==> config.mk <==
export PLATFORM = sky130hd
export DESIGN_NAME = byte_link_dev
export DESIGN_NICKNAME = d
export VERILOG_FILES = /design/src/rtl/link_pkg.sv /design/src/rtl/link_sync.sv /design/src/rtl/link_rx.sv /design/src/rtl/link_tx.sv /design/src/rtl/byte_link_dev.sv
export SDC_FILE = /design/constraint.sdc
export NUM_CORES = 1
export LEC_CHECK = 0
export ABC_AREA = 1
export ABC_CLOCK_PERIOD_IN_PS = 1100
export CORE_MARGIN = 3
export CORE_UTILIZATION = 25
export CTS_CLUSTER_DIAMETER = 150
export DETAILED_ROUTE_END_ITERATION = 12
export PLACE_DENSITY = 0.49
export SYNTH_ARGS = -nofsm -noshare
export SYNTH_HDL_FRONTEND = slang
export SYNTH_HIERARCHICAL = 1
export SYNTH_SLANG_ARGS = --single-unit
==> constraint.sdc <==
create_clock -name clk_i -period 1.1 [get_ports clk_i]
set_input_delay 0.22 -clock clk_i [delete_from_list [all_inputs] [get_ports clk_i]]
set_output_delay 0.22 -clock clk_i [all_outputs]
set_load 0.02 [all_outputs]
==> src/rtl/link_pkg.sv <==
package link_pkg;
  parameter int unsigned LINK_BYTE_W = 8;
  parameter int unsigned LINK_SYNC_N = 2;

  // Host control lines that cross into the local clock domain.
  typedef struct packed {
    logic lclk;
    logic lrst;
    logic hvalid;
    logic hready;
  } link_ctl_t;

  localparam int unsigned LINK_CTL_W = $bits(link_ctl_t);
endpackage

==> src/rtl/link_sync.sv <==
module link_sync #(
  parameter int unsigned WIDTH  = 4,
  parameter int unsigned STAGES = 2
) (
  input  logic             clk_i,
  input  logic             rst_ni,
  input  logic [WIDTH-1:0] async_i,
  output logic [WIDTH-1:0] sync_o
);
  logic [WIDTH-1:0] stage_q [STAGES];

  always_ff @(posedge clk_i or negedge rst_ni) begin
    if (!rst_ni) begin
      for (int i = 0; i < int'(STAGES); i++) stage_q[i] <= '0;
    end else begin
      stage_q[0] <= async_i;
      for (int i = 1; i < int'(STAGES); i++) stage_q[i] <= stage_q[i-1];
    end
  end

  assign sync_o = stage_q[STAGES-1];
endmodule

==> src/rtl/link_rx.sv <==
module link_rx #(
  parameter int unsigned DATA_W = 8
) (
  input  logic              clk_i,
  input  logic              rst_ni,
  input  logic              lrst_i,
  input  logic              rise_i,
  input  logic              hvalid_i,
  input  logic [DATA_W-1:0] din_i,
  output logic              dready_o,
  output logic [DATA_W-1:0] rx_data_o,
  output logic              rx_valid_o,
  input  logic              rx_ready_i
);
  logic              full_q, full_d;
  logic [DATA_W-1:0] data_q;
  logic              cap_en, pop_en;

  assign dready_o   = ~full_q & ~lrst_i;
  assign cap_en     = rise_i & hvalid_i & dready_o;
  assign pop_en     = full_q & rx_ready_i;
  assign rx_valid_o = full_q;
  assign rx_data_o  = data_q;

  always_comb begin
    full_d = full_q;
    if (lrst_i)      full_d = 1'b0;
    else if (cap_en) full_d = 1'b1;
    else if (pop_en) full_d = 1'b0;
  end

  always_ff @(posedge clk_i or negedge rst_ni) begin
    if (!rst_ni) full_q <= 1'b0;
    else         full_q <= full_d;
  end

  always_ff @(posedge clk_i or negedge rst_ni) begin
    if (!rst_ni)     data_q <= '0;
    else if (cap_en) data_q <= din_i;
  end


  rx_hold_chk: assert property (@(posedge clk_i) disable iff (!rst_ni)
    (full_q && !rx_ready_i && !lrst_i) |=> (rx_valid_o && $stable(rx_data_o)));

  rx_release_chk: assert property (@(posedge clk_i) disable iff (!rst_ni)
    (rx_valid_o && rx_ready_i && !lrst_i) |=> (!rx_valid_o && dready_o));

  rx_flush_chk: assert property (@(posedge clk_i) disable iff (!rst_ni)
    lrst_i |=> !rx_valid_o);
endmodule

==> src/rtl/link_tx.sv <==
module link_tx #(
  parameter int unsigned DATA_W = 8
) (
  input  logic              clk_i,
  input  logic              rst_ni,
  input  logic              lrst_i,
  input  logic              rise_i,
  input  logic              hready_i,
  output logic              dvalid_o,
  output logic [DATA_W-1:0] dout_o,
  input  logic [DATA_W-1:0] tx_data_i,
  input  logic              tx_valid_i,
  output logic              tx_ready_o
);
  logic              busy_q, busy_d;
  logic [DATA_W-1:0] hold_q;
  logic              load_en, done_en;

  assign tx_ready_o = ~busy_q & ~lrst_i;
  assign load_en    = tx_valid_i & tx_ready_o;
  assign done_en    = busy_q & rise_i & hready_i;
  assign dvalid_o   = busy_q;
  assign dout_o     = hold_q;

  always_comb begin
    busy_d = busy_q;
    if (lrst_i)       busy_d = 1'b0;
    else if (load_en) busy_d = 1'b1;
    else if (done_en) busy_d = 1'b0;
  end

  always_ff @(posedge clk_i or negedge rst_ni) begin
    if (!rst_ni) busy_q <= 1'b0;
    else         busy_q <= busy_d;
  end

  always_ff @(posedge clk_i or negedge rst_ni) begin
    if (!rst_ni)      hold_q <= '0;
    else if (load_en) hold_q <= tx_data_i;
  end


  tx_stable_chk: assert property (@(posedge clk_i) disable iff (!rst_ni)
    (dvalid_o && !lrst_i) |=> ($stable(dout_o) && !tx_ready_o || !dvalid_o));

  tx_wait_chk: assert property (@(posedge clk_i) disable iff (!rst_ni)
    (dvalid_o && !(rise_i && hready_i) && !lrst_i) |=> dvalid_o);

  tx_done_chk: assert property (@(posedge clk_i) disable iff (!rst_ni)
    (dvalid_o && rise_i && hready_i && !lrst_i) |=> (!dvalid_o && tx_ready_o));
endmodule

==> src/rtl/byte_link_dev.sv <==
module byte_link_dev
  import link_pkg::*;
#(
  parameter int unsigned DATA_W = LINK_BYTE_W,
  parameter int unsigned SYNC_N = LINK_SYNC_N
) (
  input  logic              clk_i,
  input  logic              rst_ni,
  input  logic              lnk_clk_i,
  input  logic              lnk_rst_i,
  input  logic [DATA_W-1:0] lnk_din_i,
  input  logic              lnk_hvalid_i,
  output logic              lnk_dready_o,
  output logic [DATA_W-1:0] lnk_dout_o,
  output logic              lnk_dvalid_o,
  input  logic              lnk_hready_i,
  output logic [DATA_W-1:0] rx_data_o,
  output logic              rx_valid_o,
  input  logic              rx_ready_i,
  input  logic [DATA_W-1:0] tx_data_i,
  input  logic              tx_valid_i,
  output logic              tx_ready_o
);
  localparam int unsigned BUS_W = LINK_CTL_W + DATA_W;

  link_ctl_t         ctl_raw, ctl_s;
  logic [DATA_W-1:0] din_s;
  logic [BUS_W-1:0]  bus_s;
  logic              lclk_q;
  logic              rise;

  assign ctl_raw = '{lclk: lnk_clk_i, lrst: lnk_rst_i,
                     hvalid: lnk_hvalid_i, hready: lnk_hready_i};

  // Data travels with the control lines so both arrive in the same cycle.
  link_sync #(.WIDTH(BUS_W), .STAGES(SYNC_N)) u_sync (
    .clk_i  (clk_i),
    .rst_ni (rst_ni),
    .async_i({ctl_raw, lnk_din_i}),
    .sync_o (bus_s)
  );

  assign ctl_s = bus_s[BUS_W-1 -: LINK_CTL_W];
  assign din_s = bus_s[DATA_W-1:0];

  always_ff @(posedge clk_i or negedge rst_ni) begin
    if (!rst_ni) lclk_q <= 1'b0;
    else         lclk_q <= ctl_s.lclk;
  end

  assign rise = ctl_s.lclk & ~lclk_q;

  link_rx #(.DATA_W(DATA_W)) u_rx (
    .clk_i     (clk_i),
    .rst_ni    (rst_ni),
    .lrst_i    (ctl_s.lrst),
    .rise_i    (rise),
    .hvalid_i  (ctl_s.hvalid),
    .din_i     (din_s),
    .dready_o  (lnk_dready_o),
    .rx_data_o (rx_data_o),
    .rx_valid_o(rx_valid_o),
    .rx_ready_i(rx_ready_i)
  );

  link_tx #(.DATA_W(DATA_W)) u_tx (
    .clk_i     (clk_i),
    .rst_ni    (rst_ni),
    .lrst_i    (ctl_s.lrst),
    .rise_i    (rise),
    .hready_i  (ctl_s.hready),
    .dvalid_o  (lnk_dvalid_o),
    .dout_o    (lnk_dout_o),
    .tx_data_i (tx_data_i),
    .tx_valid_i(tx_valid_i),
    .tx_ready_o(tx_ready_o)
  );


  fall_idle_chk: assert property (@(posedge clk_i) disable iff (!rst_ni)
    (!ctl_s.lclk && !ctl_s.lrst && !rx_ready_i && !tx_valid_i)
      |=> ($stable(rx_valid_o) && $stable(lnk_dvalid_o)));

  link_rst_chk: assert property (@(posedge clk_i) disable iff (!rst_ni)
    ctl_s.lrst |-> (!lnk_dready_o && !tx_ready_o));
endmodule

==> flow_metrics.env <==
export IMPL_netlist_area_mm2=0.00147
export IMPL_worstSetupEndpointType="output pin"
export IMPL_grt_max_degree=44
export IMPL_grt_antenna_before_repair=0
export IMPL_drv_cap=0
export IMPL_arrival_ns=1.02
export IMPL_yosys_top_cells_area="dfrtp_1 (73%), nand2_1 (9.4%), buf_4 (6.1%), nand3_1 (5.4%), nand2_4 (1.5%)"
export IMPL_first_iter_violations=66
export IMPL_drtPass1Iterations=4
export IMPL_multi_input_area_um2=360
export IMPL_cts_tree="yes"
export IMPL_cp_slowest_cell="dfrtp_2"
export IMPL_yosysWarnings=6
export IMPL_p_per_area_mw_per_mm2=1640
export IMPL_fmax_mhz=809
export IMPL_synth_compound_area_share_pct=0
export IMPL_vias=961
export IMPL_layout_area_seq_mm2=0.00108
export IMPL_status="complete, but fails checks"
export IMPL_cts_inserted_buffers=5
export IMPL_relSlewSlack_pct=68.7
export IMPL_timing_final_ws_setup_ns=-0.135
export IMPL_synth_distinct_cells=13
export IMPL_start_kind="flip-flop"
export IMPL_groute_layer_met1_usage_pct=11.8
export IMPL_rsz0062_at_grt="yes"
export IMPL_synth_area_per_cell_um2=12.5
export IMPL_cts_max_path_buffers=2
export IMPL_synth_top_area_share_pct=73.2
export IMPL_required_ns=0.88
export IMPL_yosys_area_share_simple_pct=19.7
export IMPL_grt_pass1_vias=963
export IMPL_dp_hpwl_mm=2.01
export IMPL_nets=203
export IMPL_synthMuxAreaShare_pct=0
export IMPL_port_buffers=43
export IMPL_synth_nets=142
export IMPL_final_core_util_pct=39.5
export IMPL_syn_to_final_growth_pct=50.6
export IMPL_root_buffer="clkbuf_8"
export IMPL_initial_core_util_pct=26.2
export IMPL_nFillCells=563
export IMPL_met3_usage_pct=3.36
export IMPL_finClkSkew_ns=0.00461
export IMPL_synth_xor_xnor_area_share_pct=0
export IMPL_hold_viol=0
export IMPL_wl_mm=2.96
export IMPL_n_antenna_cell=0
export IMPL_worst_path_max_fanout=4
export IMPL_slew_viol_final=0
export IMPL_ys_ff_latch=43
export IMPL_stdcell_count=252
export IMPL_die_area_mm2=0.00684
export IMPL_synth_top_family_by_area="simple AND/OR/NAND/NOR gates"
export IMPL_gp_congestion=0.742
export IMPL_grt_ovfl_total=0
export IMPL_setup_viol=11
export IMPL_die_h_um=82.7
export IMPL_placedCellCount=231
export IMPL_met2_usage_pct=13.1
export IMPL_io_pins=44
export IMPL_postRouteAntennaNets=0
export IMPL_p_leak_uw=0.00106
export IMPL_drive_gt1_share_pct=40.0
export IMPL_syn_inst=118
export IMPL_grt_pass1_wl_mm=4.52
export IMPL_path_clk_slew_ns=0.08
export IMPL_num_rows=27
export IMPL_violations="negative setup slack"
export IMPL_clkSinkCount=43
export IMPL_worstSetupPathType="reg2out"
export IMPL_drc=0
export IMPL_fin_crit_sh_pct=112
export IMPL_fin_crit_ns=1.24
export IMPL_synth_seq_area_share_pct=73.2
export IMPL_dieWidth_um=82.7
export IMPL_yosys_area_top_type="dfrtp_1"
export IMPL_vdd_ir_drop_max_v=0.000637
export IMPL_avgViaCountPerCell=3.81
export IMPL_hp_class="reg2reg"
export IMPL_synthAdderAreaFrac_pct=0
export IMPL_grt_busiest_layer="met2"
export IMPL_htree_levels=2
export IMPL_clock_latency_ns=0.29
export IMPL_critical_path_max_stage_delay_ns=0.47
export IMPL_cp_cell_sequence="nor2_4 > buf_6"
export IMPL_grt_usage_pct=9.07
export IMPL_fp_coreArea_mm2=0.00561
export IMPL_wl_per_cell_um=11.7
export IMPL_worstMarginPinSlew_ns=0.469
==> worst paths after layout <==
kind                       slack (ns)                end               start  cells past startpoint
setup / recovery                -0.14         tx_ready_o   u_sync/sync_o[10]                      2
hold / removal                   0.35   u_sync/sync_o[3]  u_sync/stage_q[15]                      0
setup reg to reg                -0.07     u_tx/dout_o[1]   u_sync/sync_o[10]                      6
hold reg to reg                  0.35   u_sync/sync_o[3]  u_sync/stage_q[15]                      0
max in group asynchronous        0.46  u_sync/sync_o[10]              rst_ni                      3
min in group asynchronous        0.43     u_tx/dout_o[4]              rst_ni                      3
==> cell families (layout without fill, tap and decap cells) <==
kind of cell	after synthesis	after routing
and+or+nand+nor	60	61
buffers and inverters	15	76
DFF	43	43
==> critical path, delay by kind of cell (launching register included) <==
kind	cells	cell delay, ns
flip-flops	1	0.47
AND/OR/NAND/NOR	1	0.13
buffers and inverters	1	0.13
==> metal layers <==
| metal | routed length (µm) | vias up | share of wire [%] |
|---|---|---|---|
| met3 | 208 | 4 | 7.0 |
| met1 | 1310 | 443 | 44 |
| met5 | 0 | - | 0 |
| li1 | - | 484 | - |
| met2 | 1380 | 30 | 47 |
| met4 | 66 | 0 | 2.2 |
==> Yosys cell counts <==
master,count
dfrtp_1,43
nand2_1,37
nand3_1,16
buf_4,12
nand2_4,2
buf_2,1
clkinv_2,1
inv_1,1
nand3b_1,1
nor2_1,1
nor2_2,1
nor2_4,1
nor2_8,1
==> area by class of cell <==
cell class / count / area share (%)
timing repair buffer: 66 / 26.4
inverter: 2 / 0.452
clock buffer: 5 / 3.11
clock inverter: 3 / 0.904
multi-input combinational: 61 / 16.3
sequential: 43 / 48.8
tap: 72 / 4.07
==> report_power, final <==
| part | internal, µW | switching [µW] |
|---|---|---|
| clock | 441 | 522 |
| sequential | 1750 | 95.2 |
| combinational | 410 | 413 |
| total | 2600 | 1030 |
==> through the flow <==
step	TNS [ns]	setup slack (ns)	hold WS, ns	power (µW)	area [µm²]
after CTS	-0.582	-0.161	0.353	3540	2010
after global routing	-1.41	-0.189	0.343	3850	2210
after floorplan	0	0.00450	-0.0756	2180	1470
after global placement	-2.34	-0.366	0.208	2640	1990
after detailed placement	-2.80	-0.363	0.209	2660	1990
final	-0.680	-0.135	0.355	3630	2210
==> cells in the final DEF (no fill, tap or decap) <==
master           Yosys  layout
clkdlybuf4s50_1      0      22
nand3_1             16      14
clkbuf_8             0       5
inv_1                1       1
buf_12               0       3
clkinvlp_4           0       2
buf_4               12      18
nor2_1               1       1
nand2_8              0       3
nand2_2              0       9
buf_2                1      14
dfrtp_1             43      40
nor2_8               1       1
nand3b_1             1       1
nand3_2              0       2
dfrtp_2              0       3
clkinv_2             1       1
inv_4                0       1
dlygate4sd3_1        0       1
nand2_1             37      28
nor2_4               1       1
buf_6                0       8
nor2_2               1       1
==> sequential cells by signal, indices dropped and copies added, names as in the netlist <==
signal and cells:
u_rx/rx_data_o 8, u_tx/dvalid_o 1, u_sync/stage_q 12, u_tx/dout_o 8, lclk_q 1, u_sync/sync_o 12
u_rx/rx_valid_o 1
==> repair_timing <==
| action | 4_1_cts | 5_1_grt |
|---|---|---|
| setup endpoints to repair | 37 | 26 |
| gates resized for setup | 91 | 25 |
| endpoints found under the hold margin | 43 | 0 |
| cloned | 0 | 1 |
| hold buffers | 1 | 0 |
| buffers inserted | 0 | 11 |
| pin swaps | 2 | 1 |
Note: power is estimated with default switching activity, not from simulation.
